File: src/rtl/irq_arb_pkg.sv
package irq_arb_pkg;
  // source types inside a channel
  localparam int TYPE_RX = 0;
  localparam int TYPE_TX = 1;
  // vector mode bits
  localparam int VM_TYPE = 0;
  localparam int VM_CH   = 1;
  localparam int VM_W    = 2;
  // register offsets (bids occupy 0 .. N_SRC-1)
  localparam int A_THR   = 32;
  localparam int A_VBASE = 33;
  localparam int A_VMODE = 34;
  localparam int A_UPD   = 35;
  localparam int A_CIR   = 36;
  localparam int A_CFILL = 37;
  localparam int A_GRX   = 38;
  localparam int A_GTX   = 39;
endpackage

File: src/rtl/irq_bid_regs.sv
module irq_bid_regs
  import irq_arb_pkg::*;
#(
  parameter int N_SRC  = 18,
  parameter int BID_W  = 8,
  parameter int ADDR_W = 6,
  parameter int DATA_W = 8
) (
  input  logic                   clk_i,
  input  logic                   rst_ni,
  input  logic                   we_i,
  input  logic [ADDR_W-1:0]      addr_i,
  input  logic [DATA_W-1:0]      wdata_i,
  output logic [N_SRC*BID_W-1:0] bids_o,
  output logic [BID_W-1:0]       thresh_o,
  output logic [DATA_W-1:0]      vbase_o,
  output logic [VM_W-1:0]        vmode_o,
  output logic                   upd_o
);
  localparam logic [ADDR_W-1:0] ADR_THR = ADDR_W'(A_THR);
  localparam logic [ADDR_W-1:0] ADR_VB  = ADDR_W'(A_VBASE);
  localparam logic [ADDR_W-1:0] ADR_VM  = ADDR_W'(A_VMODE);
  localparam logic [ADDR_W-1:0] ADR_UPD = ADDR_W'(A_UPD);

  for (genvar g = 0; g < N_SRC; g++) begin : g_bid
    logic [BID_W-1:0] bid_q;
    always_ff @(posedge clk_i or negedge rst_ni) begin
      if (!rst_ni) bid_q <= '0;
      else if (we_i && addr_i == ADDR_W'(g)) bid_q <= wdata_i[BID_W-1:0];
    end
    assign bids_o[g*BID_W +: BID_W] = bid_q;
  end

  always_ff @(posedge clk_i or negedge rst_ni) begin
    if (!rst_ni) begin
      thresh_o <= '0;
      vbase_o  <= '0;
      vmode_o  <= '0;
    end else if (we_i) begin
      if (addr_i == ADR_THR) thresh_o <= wdata_i[BID_W-1:0];
      if (addr_i == ADR_VB)  vbase_o  <= wdata_i;
      if (addr_i == ADR_VM)  vmode_o  <= wdata_i[VM_W-1:0];
    end
  end

  assign upd_o = we_i && (addr_i == ADR_UPD);
endmodule

File: src/rtl/irq_pick.sv
module irq_pick #(
  parameter int N     = 9,
  parameter int BID_W = 8,
  parameter int IDX_W = 4
) (
  input  logic [N-1:0]       req_i,
  input  logic [N*BID_W-1:0] bids_i,
  output logic               valid_o,
  output logic [IDX_W-1:0]   idx_o,
  output logic [BID_W-1:0]   bid_o
);
  // strict compare from low index keeps the lowest index on ties;
  // starting at zero excludes zero bids
  always_comb begin
    valid_o = 1'b0;
    idx_o   = '0;
    bid_o   = '0;
    for (int i = 0; i < N; i++) begin
      if (req_i[i] && bids_i[i*BID_W +: BID_W] > bid_o) begin
        valid_o = 1'b1;
        idx_o   = IDX_W'(i);
        bid_o   = bids_i[i*BID_W +: BID_W];
      end
    end
  end
endmodule

File: src/rtl/irq_ctx.sv
module irq_ctx
  import irq_arb_pkg::*;
#(
  parameter int N_CH   = 2,
  parameter int FILL_W = 8,
  parameter int TYPE_W = 4,
  parameter int CH_W   = 1,
  parameter int VEC_W  = 8
) (
  input  logic                   clk_i,
  input  logic                   rst_ni,
  input  logic                   cap_i,
  input  logic                   win_valid_i,
  input  logic [CH_W-1:0]        win_ch_i,
  input  logic [TYPE_W-1:0]      win_type_i,
  input  logic [N_CH*FILL_W-1:0] rx_fill_i,
  input  logic [N_CH*FILL_W-1:0] tx_fill_i,
  input  logic [VEC_W-1:0]       vbase_i,
  input  logic [VM_W-1:0]        vmode_i,
  output logic                   valid_o,
  output logic [CH_W-1:0]        ch_o,
  output logic [TYPE_W-1:0]      type_o,
  output logic [FILL_W-1:0]      fill_o,
  output logic [VEC_W-1:0]       vector_o
);
  localparam logic [TYPE_W-1:0] T_NONE = '1;

  logic [FILL_W-1:0] fill_sel;

  always_comb begin
    fill_sel = '0;
    if (int'(win_type_i) == TYPE_RX) fill_sel = rx_fill_i[int'(win_ch_i)*FILL_W +: FILL_W];
    if (int'(win_type_i) == TYPE_TX) fill_sel = tx_fill_i[int'(win_ch_i)*FILL_W +: FILL_W];
  end

  always_ff @(posedge clk_i or negedge rst_ni) begin
    if (!rst_ni) begin
      valid_o <= 1'b0;
      ch_o    <= '0;
      type_o  <= T_NONE;
      fill_o  <= '0;
    end else if (cap_i) begin
      valid_o <= win_valid_i;
      ch_o    <= win_valid_i ? win_ch_i : '0;
      type_o  <= win_valid_i ? win_type_i : T_NONE;
      fill_o  <= win_valid_i ? fill_sel : '0;
    end
  end

  always_comb begin
    vector_o = vbase_i;
    if (valid_o) begin
      if (vmode_i[VM_TYPE]) vector_o[TYPE_W-1:0]   = type_o;
      if (vmode_i[VM_CH])   vector_o[TYPE_W +: CH_W] = ch_o;
    end
  end
endmodule

File: src/rtl/irq_arb.sv
module irq_arb
  import irq_arb_pkg::*;
#(
  parameter int N_CH       = 2,
  parameter int SRC_PER_CH = 9,
  parameter int BID_W      = 8,
  parameter int FILL_W     = 8,
  parameter int ADDR_W     = 6,
  parameter int DATA_W     = 8,
  localparam int N_SRC     = N_CH * SRC_PER_CH,
  localparam int TYPE_W    = $clog2(SRC_PER_CH + 1),
  localparam int CH_W      = (N_CH > 1) ? $clog2(N_CH) : 1
) (
  input  logic                   clk_i,
  input  logic                   rst_ni,
  input  logic [N_SRC-1:0]       req_i,
  input  logic [N_CH*FILL_W-1:0] rx_fill_i,
  input  logic [N_CH*FILL_W-1:0] tx_fill_i,
  input  logic                   iack_i,
  input  logic                   reg_we_i,
  input  logic [ADDR_W-1:0]      reg_addr_i,
  input  logic [DATA_W-1:0]      reg_wdata_i,
  output logic [DATA_W-1:0]      reg_rdata_o,
  output logic                   irq_o,
  output logic [DATA_W-1:0]      vector_o,
  output logic                   ctx_valid_o,
  output logic [CH_W-1:0]        ctx_ch_o,
  output logic [TYPE_W-1:0]      ctx_type_o,
  output logic [FILL_W-1:0]      ctx_fill_o,
  output logic [CH_W-1:0]        gsel_ch_o
);
  localparam logic [ADDR_W-1:0] ADR_THR = ADDR_W'(A_THR);
  localparam logic [ADDR_W-1:0] ADR_VB  = ADDR_W'(A_VBASE);
  localparam logic [ADDR_W-1:0] ADR_VM  = ADDR_W'(A_VMODE);
  localparam logic [ADDR_W-1:0] ADR_CIR = ADDR_W'(A_CIR);
  localparam logic [ADDR_W-1:0] ADR_CF  = ADDR_W'(A_CFILL);
  localparam logic [ADDR_W-1:0] ADR_GRX = ADDR_W'(A_GRX);
  localparam logic [ADDR_W-1:0] ADR_GTX = ADDR_W'(A_GTX);

  logic [N_SRC*BID_W-1:0] bids;
  logic [BID_W-1:0]       thresh;
  logic [DATA_W-1:0]      vbase;
  logic [VM_W-1:0]        vmode;
  logic                   upd;
  logic                   cap;

  irq_bid_regs #(
    .N_SRC (N_SRC),
    .BID_W (BID_W),
    .ADDR_W(ADDR_W),
    .DATA_W(DATA_W)
  ) u_regs (
    .clk_i   (clk_i),
    .rst_ni  (rst_ni),
    .we_i    (reg_we_i),
    .addr_i  (reg_addr_i),
    .wdata_i (reg_wdata_i),
    .bids_o  (bids),
    .thresh_o(thresh),
    .vbase_o (vbase),
    .vmode_o (vmode),
    .upd_o   (upd)
  );

  // level 1: one picker per channel
  logic [N_CH-1:0]        ch_valid;
  logic [N_CH*BID_W-1:0]  ch_bid;
  logic [N_CH*TYPE_W-1:0] ch_type;

  for (genvar c = 0; c < N_CH; c++) begin : g_ch
    irq_pick #(
      .N    (SRC_PER_CH),
      .BID_W(BID_W),
      .IDX_W(TYPE_W)
    ) u_pick (
      .req_i  (req_i[c*SRC_PER_CH +: SRC_PER_CH]),
      .bids_i (bids[c*SRC_PER_CH*BID_W +: SRC_PER_CH*BID_W]),
      .valid_o(ch_valid[c]),
      .idx_o  (ch_type[c*TYPE_W +: TYPE_W]),
      .bid_o  (ch_bid[c*BID_W +: BID_W])
    );
  end

  // level 2: across channels, lower channel wins ties
  logic              win_valid;
  logic [CH_W-1:0]   win_ch;
  logic [BID_W-1:0]  win_bid;
  logic [TYPE_W-1:0] win_type;

  irq_pick #(
    .N    (N_CH),
    .BID_W(BID_W),
    .IDX_W(CH_W)
  ) u_pick_ch (
    .req_i  (ch_valid),
    .bids_i (ch_bid),
    .valid_o(win_valid),
    .idx_o  (win_ch),
    .bid_o  (win_bid)
  );

  assign win_type = ch_type[int'(win_ch)*TYPE_W +: TYPE_W];
  assign irq_o    = win_valid && (win_bid > thresh);
  assign cap      = iack_i || upd;

  irq_ctx #(
    .N_CH  (N_CH),
    .FILL_W(FILL_W),
    .TYPE_W(TYPE_W),
    .CH_W  (CH_W),
    .VEC_W (DATA_W)
  ) u_ctx (
    .clk_i      (clk_i),
    .rst_ni     (rst_ni),
    .cap_i      (cap),
    .win_valid_i(win_valid),
    .win_ch_i   (win_ch),
    .win_type_i (win_type),
    .rx_fill_i  (rx_fill_i),
    .tx_fill_i  (tx_fill_i),
    .vbase_i    (vbase),
    .vmode_i    (vmode),
    .valid_o    (ctx_valid_o),
    .ch_o       (ctx_ch_o),
    .type_o     (ctx_type_o),
    .fill_o     (ctx_fill_o),
    .vector_o   (vector_o)
  );

  assign gsel_ch_o = ctx_ch_o;

  always_comb begin
    reg_rdata_o = '0;
    if (int'(reg_addr_i) < N_SRC) begin
      reg_rdata_o = DATA_W'(bids[int'(reg_addr_i)*BID_W +: BID_W]);
    end else begin
      case (reg_addr_i)
        ADR_THR: reg_rdata_o = DATA_W'(thresh);
        ADR_VB:  reg_rdata_o = vbase;
        ADR_VM:  reg_rdata_o = DATA_W'(vmode);
        ADR_CIR: reg_rdata_o = DATA_W'({ctx_ch_o, ctx_type_o});
        ADR_CF:  reg_rdata_o = DATA_W'(ctx_fill_o);
        ADR_GRX: reg_rdata_o = DATA_W'(rx_fill_i[int'(gsel_ch_o)*FILL_W +: FILL_W]);
        ADR_GTX: reg_rdata_o = DATA_W'(tx_fill_i[int'(gsel_ch_o)*FILL_W +: FILL_W]);
        default: reg_rdata_o = '0;
      endcase
    end
  end
endmodule

File: config.mk
export PLATFORM = sky130hd
export DESIGN_NAME = irq_arb
export DESIGN_NICKNAME = d
export VERILOG_FILES = /design/src/rtl/irq_arb_pkg.sv /design/src/rtl/irq_bid_regs.sv /design/src/rtl/irq_pick.sv /design/src/rtl/irq_ctx.sv /design/src/rtl/irq_arb.sv
export SDC_FILE = /design/constraint.sdc
export NUM_CORES = 1
export LEC_CHECK = 0
export ABC_AREA = 1
export BUFFER_PORTS_ARGS = -buffer_cell sky130_fd_sc_hd__buf_2
export CAP_MARGIN = 20
export CORE_MARGIN = 4
export CORE_UTILIZATION = 57
export CTS_BUF_LIST = sky130_fd_sc_hd__clkbuf_8
export DETAILED_ROUTE_END_ITERATION = 8
export PLACE_DENSITY_LB_ADDON = 0.1
export SYNTH_ARGS = -nofsm -noshare
export SYNTH_HDL_FRONTEND = slang
export SYNTH_SLANG_ARGS = --single-unit
File: constraint.sdc
create_clock -name clk_i -period 16.29 [get_ports clk_i]
set_input_delay 0 -clock clk_i [delete_from_list [all_inputs] [get_ports clk_i]]
set_output_delay 0 -clock clk_i [all_outputs]
set_load 0.1 [all_outputs]
==> key figures <==
Clock tree
  – CTS tree: yes
  – CTS max path bufs: 2
  – Total CTS buffers: 17
  – Clk pin slew, worst setup/hold paths: 110 ps
  – Clock latency at the later pin of the worst-skew pair: 490 ps
  – H-Tree Depth: 4
  – Clk sink count: 176
  – Root Driver: clkbuf_8

Global route
  – Grt met2 use: 52.3%
  – Met1 Use GR: 48.3%
  – Vias in the first global route: 12700
  – GR Overflow Total: 0
  – Total Routing Usage GR: 33.6%
  – First-pass GRT wire length: 69800 um
  – Largest net degree at the start of global routing: 67
  – Gr busiest metal: met2
  – Initial antenna violation count: 0
  – Met3 global-route usage: 4.70%

Worst setup path
  – CP max-delay cell: dfrtp_1
  – Critical path launch point type: flip-flop
  – CP Class: flip-flop to output pin
  – WP data required: 16290 ps
  – Crit end category: output pin
  – R2R Setup Slk: 1030 ps
  – Delay of the slowest critical-path stage: 430 ps
  – Most used cell, CP: nand2_1
  – Worst EP arrival: 15280 ps
  – CP Max Fanout: 30

Die
  – Die ar.: 26100 um2
  – Row Count: 55
  – DIE HEIGHT: 162 um
  – Die Wd: 162 um
  – Ports: 100
  – Core area: 22900 um2
  – Starting density of the core: 58.7%

Timing
  – Setup Skew: 12.6 ps
  – Slew @ Worst Pin: 1120 ps
  – Tcrit/Tclk final: 93.8%
  – Setup violators final: 0
  – Fin. max-slew vios: 0
  – Final hold viol count: 0
  – Fin crit period: 15280 ps
  – Slew Limit Headroom: 25.1%
  – FMAX: 0.0654 GHz

Placement
  – Dpl cells: 2218
  – Final GP Congestion: 0.971
  – Final HPWL DP: 32400 um
  – Port Buf Inserts: 99

Synthesis
  – Sequential element share of the synthesized area: 32.8%
  – Mapped Nets: 2081
  – #FFs+latches synth: 176
  – Mapped Area: 13500 um2
  – Synth async-reset ratio: 100%
  – Post-Syn Area per Cell: 7.18 um2
  – Primary FF master, synth: dfrtp_1
  – Synth warnings: 0
  – Yosys cell types: 44
  – Mapped Cells: 1875
  – Number of synthesized flops with an enable pin: 0

Hold path
  – Worst Hold Class: primary input to flip-flop

Detailed routing
  – DRC errors left: 0
  – First drt pass iteration count: 6
  – DR vias/cell: 6.16
  – WL/cell: 19.7 um
  – Vias: 14100
  – Routed WL: 44900 um
  – Number of DRC markers in iteration 0: 1661
  – ANT nets after route: 0

Run status
  – Status: finished clean

Finish
  – Area Overhead vs Synth: 11.9%
  – Nets@finish: 2163
  – Layout cell share with drive strength beyond 1: 11.3%
  – Fin util: 65.7%
  – Fill cells: 2082
  – Layout Cells excl Fill: 2283
  – Diode count: 0

Job
  – Max-cap violations: 0
## worst max-delay path, delay by kind of cell (launching register included)
kind	cells	cell delay [ps]
adders and majority gates	10	2850
buffers and inverters	11	1650
and+or+nand+nor	29	3110
DFF	1	430
AOI/OAI and AO/OA	38	6690
## sequential cells by signal, summed over array words and instances (netlist names)
| register | count |
|---|---|
| u_ctx.valid_o | 1 |
| u_ctx.ch_o | 1 |
| u_ctx.type_o | 4 |
| u_ctx.fill_o | 8 |
| u_regs.g_bid.bid_q | 144 |
| u_regs.vmode_o | 2 |
| u_regs.vbase_o | 8 |
| u_regs.thresh_o | 8 |
## layout by cell type, fill, tap and decap left out, drive strengths merged, types with 17 or more instances in the layout
| cell type | instances |
|---|---|
| dfrtp | 172 |
| nand2 | 572 |
| nand3 | 94 |
| buf | 118 |
| a21oi | 82 |
| dlygate4sd3 | 19 |
| clkbuf | 17 |
| o21ai | 330 |
| a22oi | 59 |
| inv | 145 |
| nor2 | 81 |
| ha | 138 |
| nand4 | 17 |
## routing by layer
metal,routed length [um],share of wire (%),up-vias
li1,-,-,6648
met1,19400,43,6554
met5,0,0,-
met4,1620,3.6,0
met2,19800,44,758
met3,4080,9.1,111
## metrics by stage
stage	worst slack (ps)	TNS, ps	hold WS, ps	cell area, um2
floorplan	1500	0	-296	13500
detailed placement	-192	-967	22.0	14200
CTS	139	0	2.26	14800
global placement	352	0	15.6	14100
global route	-75.2	-75.2	33.8	15100
finish	1010	0	2.20	15100
## repair_timing
item / CTS / global route
setup buffers: 0 / 9
pin swaps: 0 / 8
hold endpoints to repair: 70 / 0
hold buffers: 19 / 0
gates cloned: 0 / 5
gates resized for setup: 5 / 46
setup endpoints to repair: 9 / 13
## cell type report
class	instances	area, um2	share of cell area [%]
Clock buffer	17	234	1.55
Clock inverter	15	161	1.07
Inverter	142	537	3.57
Multi-Input combinational cell	1481	8430	56.0
Sequential cell	176	4410	29.3
Tap cell	313	392	2.60
Timing Repair Buffer	137	871	5.79
Timing Repair inverter	2	15.0	0.0997
## logic make-up after synthesis
| group | Yosys count | share of synthesized area [%] |
|---|---|---|
| fa+ha+maj | 138 | 12.8 |
| flops | 176 | 32.8 |
| buf+inv | 221 | 6.51 |
| mux | 2 | 0.158 |
| simple gates | 788 | 24.5 |
| compound gates | 550 | 23.2 |
## synth_stat cells, drive strengths merged, types with 8 or more instances
cell type,instances,area share (%)
nand2,572,17
o21ai,330,12
dfrtp,172,32
ha,138,13
inv,136,3.8
nand3,94,3.5
a21oi,82,3.1
nor2,81,2.4
clkbuf,70,2.0
a22oi,59,3.3
nand4,17,0.79
a211oi,12,0.67
o22ai,12,0.56
o221ai,10,0.65
buf,9,0.60
o211ai,8,0.45
## final timing paths
kind                                           from                   endpoint  depth (start not counted)
min reg2reg                         u_ctx.type_o[0]            u_ctx.type_o[0]                          2
max                        u_regs.g_bid[9].bid_q[1]                      irq_o                         88
max reg2reg                u_regs.g_bid[9].bid_q[1]            u_ctx.fill_o[3]                         86
max in group asynchronous                    rst_ni  u_regs.g_bid[14].bid_q[6]                          3
min                                    rx_fill_i[6]            u_ctx.fill_o[6]                          7
min in group asynchronous                    rst_ni   u_regs.g_bid[5].bid_q[0]                          2
Power is left out: the tool's default activity adds up to more than one toggle a clock period on the data nets, which glitch-free logic cannot reach.
